### src/rtl/lifoStackPkg.sv
package lifoStackPkg;

  typedef enum logic [1:0] {
    OP_HOLD = 2'd0,
    OP_PUSH = 2'd1,
    OP_POP  = 2'd2,
    OP_SWAP = 2'd3
  } stackOp_e;

  // strobes from control to the RAM datapath
  typedef struct packed {
    logic wrEn;
    logic rdEn;
  } ramStrobe_t;

endpackage

### src/rtl/lifoStackCtl.sv
module lifoStackCtl
  import lifoStackPkg::*;
#(
  parameter int DEPTH = 16
) (
  input  logic                     clk,
  input  logic                     rst,
  input  logic                     doPush,
  input  logic                     doPop,
  output ramStrobe_t               strobe,
  output logic [$clog2(DEPTH)-1:0] ramAddr,
  output logic                     isEmpty,
  output logic                     isFull
);
  localparam int PTR_W = $clog2(DEPTH);
  localparam int CNT_W = PTR_W + 1;
  localparam logic [CNT_W-1:0] FULL_CNT = CNT_W'(DEPTH);

  logic [CNT_W-1:0] cntQ;
  logic [CNT_W-1:0] cntD;
  logic [CNT_W-1:0] topIdx;
  logic [CNT_W-1:0] belowIdx;
  stackOp_e         op;

  assign isEmpty  = (cntQ == '0);
  assign isFull   = (cntQ == FULL_CNT);
  assign topIdx   = cntQ - CNT_W'(1);
  assign belowIdx = cntQ - CNT_W'(2);

  // decode requests, dropping those the current depth forbids
  always_comb begin
    op = OP_HOLD;
    if (doPush && doPop) begin
      op = isEmpty ? OP_PUSH : OP_SWAP;
    end else if (doPush && !isFull) begin
      op = OP_PUSH;
    end else if (doPop && !isEmpty) begin
      op = OP_POP;
    end
    if (rst) op = OP_HOLD;
  end

  always_comb begin
    cntD        = cntQ;
    ramAddr     = topIdx[PTR_W-1:0];
    strobe.wrEn = 1'b0;
    strobe.rdEn = !rst;
    unique case (op)
      OP_PUSH: begin
        cntD        = cntQ + CNT_W'(1);
        ramAddr     = cntQ[PTR_W-1:0];
        strobe.wrEn = 1'b1;
      end
      OP_POP: begin
        cntD    = cntQ - CNT_W'(1);
        ramAddr = belowIdx[PTR_W-1:0];
      end
      OP_SWAP: begin
        strobe.wrEn = 1'b1;
      end
      default: ;
    endcase
  end

  always_ff @(posedge clk) begin
    if (rst) cntQ <= '0;
    else     cntQ <= cntD;
  end

  // accepted push grows the depth by one
  a_r2_push_grows: assert property (@(posedge clk) disable iff (rst)
    (doPush && !doPop && !isFull) |=> (cntQ == $past(cntQ) + CNT_W'(1)));

  // accepted pop shrinks the depth by one
  a_r3_pop_shrinks: assert property (@(posedge clk) disable iff (rst)
    (doPop && !doPush && !isEmpty) |=> (cntQ == $past(cntQ) - CNT_W'(1)));

  // replace keeps the depth
  a_r4_swap_keeps_depth: assert property (@(posedge clk) disable iff (rst)
    (doPush && doPop && !isEmpty) |=> $stable(cntQ));

  // push on full is ignored
  a_r5_no_overflow: assert property (@(posedge clk) disable iff (rst)
    (doPush && !doPop && isFull) |=> (isFull && $stable(cntQ)));

  // pop on empty is ignored
  a_r6_no_underflow: assert property (@(posedge clk) disable iff (rst)
    (doPop && !doPush && isEmpty) |=> (isEmpty && $stable(cntQ)));

  // depth never exceeds capacity
  a_r7_depth_bound: assert property (@(posedge clk) disable iff (rst)
    cntQ <= FULL_CNT);

  // no RAM write while full unless replacing
  a_r5_no_write_full: assert property (@(posedge clk) disable iff (rst)
    (isFull && strobe.wrEn) |-> (doPop && doPush));

endmodule

### src/rtl/lifoStackRam.sv
module lifoStackRam
  import lifoStackPkg::*;
#(
  parameter int DEPTH = 16,
  parameter int WIDTH = 8
) (
  input  logic                     clk,
  input  ramStrobe_t               strobe,
  input  logic [$clog2(DEPTH)-1:0] ramAddr,
  input  logic [WIDTH-1:0]         wrData,
  output logic [WIDTH-1:0]         rdData
);
  logic [WIDTH-1:0] mem [DEPTH];
  logic [WIDTH-1:0] rdQ;

  // single port, write-first read during write
  always_ff @(posedge clk) begin
    if (strobe.wrEn) mem[ramAddr] <= wrData;
    if (strobe.rdEn) begin
      if (strobe.wrEn) rdQ <= wrData;
      else             rdQ <= mem[ramAddr];
    end
  end

  assign rdData = rdQ;

endmodule

### src/rtl/lifoRamStack.sv
module lifoRamStack
  import lifoStackPkg::*;
#(
  parameter int DEPTH = 16,
  parameter int WIDTH = 8
) (
  input  logic             clk,
  input  logic             rst,
  input  logic             doPush,
  input  logic             doPop,
  input  logic [WIDTH-1:0] pushData,
  output logic [WIDTH-1:0] topData,
  output logic             isEmpty,
  output logic             isFull
);
  localparam int PTR_W = $clog2(DEPTH);

  ramStrobe_t       strobe;
  logic [PTR_W-1:0] ramAddr;

  lifoStackCtl #(.DEPTH(DEPTH)) u_ctl (
    .clk     (clk),
    .rst     (rst),
    .doPush  (doPush),
    .doPop   (doPop),
    .strobe  (strobe),
    .ramAddr (ramAddr),
    .isEmpty (isEmpty),
    .isFull  (isFull)
  );

  lifoStackRam #(.DEPTH(DEPTH), .WIDTH(WIDTH)) u_ram (
    .clk     (clk),
    .strobe  (strobe),
    .ramAddr (ramAddr),
    .wrData  (pushData),
    .rdData  (topData)
  );

  // an accepted write shows on the output next cycle
  a_r2_write_first: assert property (@(posedge clk) disable iff (rst)
    (doPush && (doPop || !isFull)) |=> (topData == $past(pushData)));

  // idle cycles hold the output
  a_r9_idle_hold: assert property (@(posedge clk) disable iff (rst)
    (!doPush && !doPop && !isEmpty) |=> $stable(topData));

  // reset leaves an empty stack
  a_r1_reset_empty: assert property (@(posedge clk)
    rst |=> (isEmpty && !isFull));

endmodule

### config.mk
export PLATFORM = sky130hd
export DESIGN_NAME = lifoRamStack
export DESIGN_NICKNAME = d
export VERILOG_FILES = /design/src/rtl/lifoStackPkg.sv /design/src/rtl/lifoStackCtl.sv /design/src/rtl/lifoStackRam.sv /design/src/rtl/lifoRamStack.sv
export SDC_FILE = /design/constraint.sdc
export NUM_CORES = 1
export LEC_CHECK = 0
export ABC_AREA = 1
export ABC_CLOCK_PERIOD_IN_PS = 4070
export BUFFER_PORTS_ARGS = -buffer_cell sky130_fd_sc_hd__buf_2
export CAP_MARGIN = 10
export CORE_ASPECT_RATIO = 0.5
export CORE_MARGIN = 3
export CORE_UTILIZATION = 40
export DETAILED_ROUTE_END_ITERATION = 8
export MAX_ROUTING_LAYER = met4
export PLACE_DENSITY = 0.54
export SLEW_MARGIN = 15
export SYNTH_ARGS = -nofsm -noshare
export SYNTH_HDL_FRONTEND = slang
export SYNTH_SLANG_ARGS = --single-unit
### constraint.sdc
create_clock -name clk -period 4.07 [get_ports clk]
set_input_delay 0 -clock clk [delete_from_list [all_inputs] [get_ports clk]]
set_output_delay 0 -clock clk [all_outputs]
set_load 0.05 [all_outputs]
# Word-level counts from Yosys, hierarchy flattened
# Memories as Yosys holds them, arrays and structs flattened. A register that Yosys moved wholly into a read port is not among the register bits.
# Index checks and enable logic that the tools add are counted.
[word_totals]
n_memories = 1
output_inout_bits = 10
ff_bits = 5
ram_bits = 128
elab_cells = 28
input_bits = 12
[mem_list]
columns = ["name", "depth", "word_bits", "rd", "rd_ports_with_merged_regs", "write_ports", "line_no", "source"]
rows = [
  ["u_ram.mem", 16, 8, 1, 1, 1, "lifoStackRam.sv:13", "logic [WIDTH-1:0] mem [DEPTH];"],
]
[classes]
eq_ne = 4
muxes = 10
n_addsub = 3
reduce_logical = 9
[ops]
columns = ["cell", "n"]
rows = [
  ["$mux 2", 5],
  ["$pmux 5 s2", 1],
  ["$pmux 4 s2", 1],
  ["$add 5x1->5 const B", 1],
  ["$eq 5x5->1 const B", 1],
  ["$logic_not 5->1", 1],
  ["$sub 5x1->5 const B", 1],
  ["$eq 2x2->1 const B", 2],
  ["$sub 4x2->4 const B", 1],
  ["$logic_and 1x1->1", 3],
  ["$logic_not 1->1", 3],
  ["$mux 1", 3],
  ["$eq 2x1->1 const B", 1],
  ["$reduce_bool 2->1", 1],
  ["$reduce_or 2->1", 1],
]

# Logic depth before layout (Yosys ltp)
[depth]
depth_word = 12
mapped_depth = 23
ltp_nobuf = 21

# Cells and area by module
# Synthesis repeated with hierarchy kept, for this count alone.
[hier_totals]
cells_unflattened = 624
hier_area_um2 = 6193.4
[by_module_without_submodules]
columns = ["mod", "cells_per_inst", "seq_area_each_um2", "instances", "area_each_um2"]
rows = [
  ["lifoStackRam", 534, 4083.9, 1, 5634.2],
  ["lifoStackCtl", 90, 100.1, 1, 559.3],
]

# Least setup slack after synthesis
# No wires, ideal clock.
[synth_timing]
kind = "reg2reg"
from = "reg u_ctl.cntQ[1]"
to = "mem u_ram.mem[12][0], enable pin"
stages_incl_launch_ff = 17
slack_ps = 387
path_buffers = 1
t_arrival_ps = 3313
setup_time_ps = 370
required_time_ps = 3700
synth_period_minus_slack_ps = 3683
path_cell_list = "dfxtp_1 -> inv_1 -> ha_1 -> nand2_1 -> nor2_1 -> nand2_1 -> nand3_2 -> buf_2 -> ha_1 -> inv_2 -> nor2_1 -> nand2_1 -> nand2_1 -> nand2_1 -> nor2_2 -> inv_1 -> nor2_1"
[synth_between]
word_cells_on_any_way = 21
cone_classes = "2 x add/sub; 4 x eq/ne; 9 x mux; 6 x reduce/logical"
[synth_lines]
columns = ["element", "line_no", "source"]
rows = [
  ["from (decl)", "lifoStackCtl.sv:19", "logic [CNT_W-1:0] cntQ;"],
  ["from (signal assigned)", "lifoStackCtl.sv:67", "else cntQ <= cntD;"],
  ["$eq 5x5->1 (*)", "lifoStackCtl.sv:26", "assign isFull = (cntQ == FULL_CNT);"],
  ["via isFull", "lifoRamStack.sv:14", "output logic isFull"],
  ["$logic_not 1->1 (*)", "lifoStackCtl.sv:35", "end else if (doPush && !isFull) begin"],
  ["$logic_and 1x1->1 (*)", "lifoStackCtl.sv:35", ""],
  ["$mux 2 (*)", "lifoStackCtl.sv:35", ""],
  ["$mux 2 (*)", "lifoStackCtl.sv:33", "if (doPush && doPop) begin"],
  ["$mux 2 (*)", "lifoStackCtl.sv:40", "if (rst) op = OP_HOLD;"],
  ["$eq 2x2->1 / $eq 2x1->1 (equally long branches)", "lifoStackCtl.sv:48", "unique case (op)"],
  ["$reduce_or 2->1 (no line)", "-", ""],
  ["$mux 1", "lifoStackCtl.sv:48", ""],
  ["$mux 1", "lifoStackRam.sv:18", "if (strobe.wrEn) mem[ramAddr] <= wrData;"],
  ["$mux 1 (implied by the code)", "lifoStackRam.sv:18", ""],
  ["to (decl)", "lifoStackRam.sv:13", ""],
]
# The timed path passes the listed nets; every way through them passes the cells marked *.

# Worst setup path in the final report
[layout_timing]
from = "reg u_ctl.cntQ[1]"
to = "mem u_ram.mem[1][3], enable pin"
[layout_between]
elab_chain_len = 12
word_cells_on_any_way = 21
cone_classes = "2 x add/sub; 4 x eq/ne; 9 x mux; 6 x reduce/logical"
[layout_lines]
columns = ["element", "line_no", "source"]
rows = [
  ["$logic_not 5->1", "lifoStackCtl.sv:25", "assign isEmpty = (cntQ == '0);"],
  ["$logic_not 1->1", "lifoStackCtl.sv:37", "end else if (doPop && !isEmpty) begin"],
  ["$logic_and 1x1->1", "lifoStackCtl.sv:37", ""],
  ["$mux 2", "lifoStackCtl.sv:37", ""],
  ["$mux 2", "lifoStackCtl.sv:35", ""],
  ["$mux 2", "lifoStackCtl.sv:33", ""],
  ["$mux 2", "lifoStackCtl.sv:40", ""],
  ["$eq 2x2->1 / $eq 2x1->1 (equally long branches)", "lifoStackCtl.sv:48", ""],
  ["$reduce_or 2->1 (no line)", "-", ""],
  ["$mux 1", "lifoStackCtl.sv:48", ""],
  ["$mux 1", "lifoStackRam.sv:18", ""],
  ["$mux 1 (implied by the code)", "lifoStackRam.sv:18", ""],
]
# Parallel ways exist; a longest one is shown, timed or not.

==> flow_summary.ini <==
[finish]
fin_cells = 890
postLayoutCellArea_um2 = 7310
final_nets = 699
syn_to_final_growth_pct = 14.5
num_antenna_cells = 0
drive_above_1_share_pct = 12.6
fin_util_pct = 48.7

[power]
vdd_ir_drop_max_mv = 0.348
power.leakage_nw = 3.07
p_per_area_nw_per_um2 = 609

[worst_setup_path]
cp_max_fo = 18
crit_type = reg2reg
worstPathRequired_ns = 4.19
critPathArrivalTime_ns = 3.37
crit_path_end_kind = register
cp-start-kind = register

[timing]
max_freq_ghz = 0.307
hold_viol_final = 0
max-slew-margin-rel_pct = 60.0
drv_slew = 0
tns_ns = 0
tightest_slew_ns = 0.599
finClkSkew_ns = 0.0123
finalCritPeriodShare_pct = 79.9
period_minus_slack_ns = 3.25
setup_slack_ns = 0.818
setup_viol = 0
rsz0062_at_grt = false

[detailed_routing]
vias = 4505
routedWlPerCell_um = 18.2
drt-total-wl_um = 16200
ant_nets = 0
drc_errors = 0
firstDrtPassIters = 5
via_per_inst = 5.06
drtIter0Drc = 485

[logic_synthesis]
synth_edf_count = 136
syn-num-nets = 661
yosysTopAreaCell = edfxtp_1
ys_seq_elements = 141
ys.warnings.count = 0
ys_seq_area_share_pct = 65.5
ys_types = 25
synthArstFlopShare_pct = 0
yosys-top-cells-area = edfxtp_1, nand2_1, nand3_1
postSynthCellCount = 641
synth.avg_cell_area_um2 = 9.96
synth_top_flop_cell = edfxtp_1
synth_top_area_share_pct = 63.9
synth_area_um2 = 6390

[placed_design]
placed_area_um2 = 6730
dp_slack_ns = 0.822
io_buffers = 21
placed_cells = 856
finalWeightedCongestion = 0.872
dp_hpwl_um = 10100

[global_routing]
grt_pass1_wl_um = 24800
grt_max_degree = 50
grt_pass1_vias = 4095
antenna_found_initial = 0
grt_usage_pct = 20.0
overflow = 0

[hold_path]
hold_path.class = in2reg

[cts]
clk-insertion-delay-late_ns = 0.43
htree_levels = 4
clock-sinks = 141
cts_buffer_depth = 2
tritoncts = built
cts.reportedPaths.clkPinSlew_ns = 0.06
cts_buffers = 17
cts_resized = 0
cts_setup_buffers = 0
ctsRootBufferMaster = clkbuf_16
cts_hold_buf = 2

[die]
ios = 22
initial_core_util_pct = 42.5
die_h_um = 95.3
die_w_um = 185
num_rows = 31
core-area_um2 = 15000
fp.dieArea_um2 = 17600

[outcome]
outcome = finished, final reports clean

[flow_run]
cap_viol_max_count = 0
## path summary, 6_finish.rpt
check                                           startpoint                          to  slack, ns  cells past startpoint
worst min register to register  u_ctl.cntQ[4]$_SDFFE_PP0N_  u_ctl.cntQ[4]$_SDFFE_PP0N_       0.49                      2
worst max-delay path            u_ctl.cntQ[1]$_SDFFE_PP0N_   u_ram.mem[1][3]$_DFFE_PP_       0.82                     16
worst max register to register  u_ctl.cntQ[1]$_SDFFE_PP0N_   u_ram.mem[1][3]$_DFFE_PP_       0.82                     16
worst min-delay path                           pushData[7]  u_ram.mem[15][7]$_DFFE_PP_       0.04                      1
## cell usage in the layout, fill, tap and decap left out, types with 3 or more instances in the layout
cell type and count:
o21ai_0 7, ha_1 8, dfxtp_1 5, buf_4 24, nand2_1 307, o211ai_1 3
inv_1 17, a21oi_1 5, clkbuf_16 17, edfxtp_1 136, buf_2 21, nor2_1 46
nand3_1 62, clkinv_4 4, inv_6 6
## kinds of logic (layout without fill, tap and decap cells)
| kind of cell | count (synthesis) | after routing | synth area share (%) |
|---|---|---|---|
| AND/OR/NAND/NOR | 421 | 421 | 26.3 |
| AO/OA/AOI/OAI | 20 | 20 | 2.02 |
| adder cells (fa/ha/maj) | 8 | 8 | 1.57 |
| XOR/XNOR | 3 | 3 | 0.412 |
| buffers and inverters | 48 | 99 | 4.17 |
| flip-flops | 141 | 141 | 65.5 |
## metrics by stage
stage          hold slack [ns]  total power, mW
2_1_floorplan           0.0724             2.65
3_3_place_gp             0.244             2.99
3_5_place_dp             0.238             3.00
4_1_cts                 0.0151             4.48
5_1_grt                 0.0173             4.70
6_report                0.0356             4.45
## area by class of cell
type / count / area (um2)
clock buffer: 17 / 425
clock inverter: 15 / 138
fill: 1367 / 7700
inverter: 20 / 77.6
multi-input combinational: 452 / 1940
sequential: 141 / 4180
tap: 198 / 248
timing repair buffer: 47 / 305
## Yosys cell counts (2+ instances only)
| master | number |
|---|---|
| ha_1 | 8 |
| buf_6 | 5 |
| nand3_1 | 62 |
| dfxtp_1 | 5 |
| xor2_1 | 2 |
| buf_2 | 15 |
| nand2_1 | 307 |
| nand3_2 | 2 |
| inv_1 | 17 |
| a21oi_1 | 5 |
| nor2_1 | 46 |
| o21ai_0 | 7 |
| o211ai_1 | 3 |
| inv_2 | 2 |
| buf_4 | 7 |
| nand2_2 | 2 |
| nor2_2 | 2 |
| a21oi_2 | 2 |
| edfxtp_1 | 136 |
## layer usage
| metal | wire length [um] | vias up | part of all wire, % | GRT usage, % |
|---|---|---|---|---|
| met5 | 0 | - | 0 | - |
| met4 | 125 | 0 | 0.77 | 5.12 |
| met3 | 1250 | 11 | 7.7 | 5.68 |
| met2 | 6740 | 152 | 42 | 27.0 |
| met1 | 8070 | 2142 | 50 | 29.4 |
| li1 | - | 2200 | - | - |
## power breakdown
part           total, mW  switching [mW]  leakage (nW)  internal, mW
Combinational       1.24           0.918          1.53         0.322
Sequential          1.73          0.0418          1.27          1.69
Clock               1.48           0.633         0.274         0.849
Total               4.45            1.59          3.07          2.86
## state kept, by name (all words and copies together), names as in the netlist
signal        count
u_ctl.cntQ        5
u_ram.mem       128
u_ram.rdData      8
## critical path: stages, from the launching register on
cell     delay, ns
dfxtp_1       0.34
inv_1         0.15
ha_1          0.17
nand2_1       0.07
nor2_1        0.12
nand2_1       0.08
nand3_2       0.09
inv_1         0.11
ha_1          0.44
inv_4         0.17
nand2_1       0.08
nand2_2       0.07
nand2_2       0.06
inv_2         0.29
nand3_1       0.33
nor2_1        0.17
buf_4         0.21
Note: power is estimated with default switching activity, not from simulation.
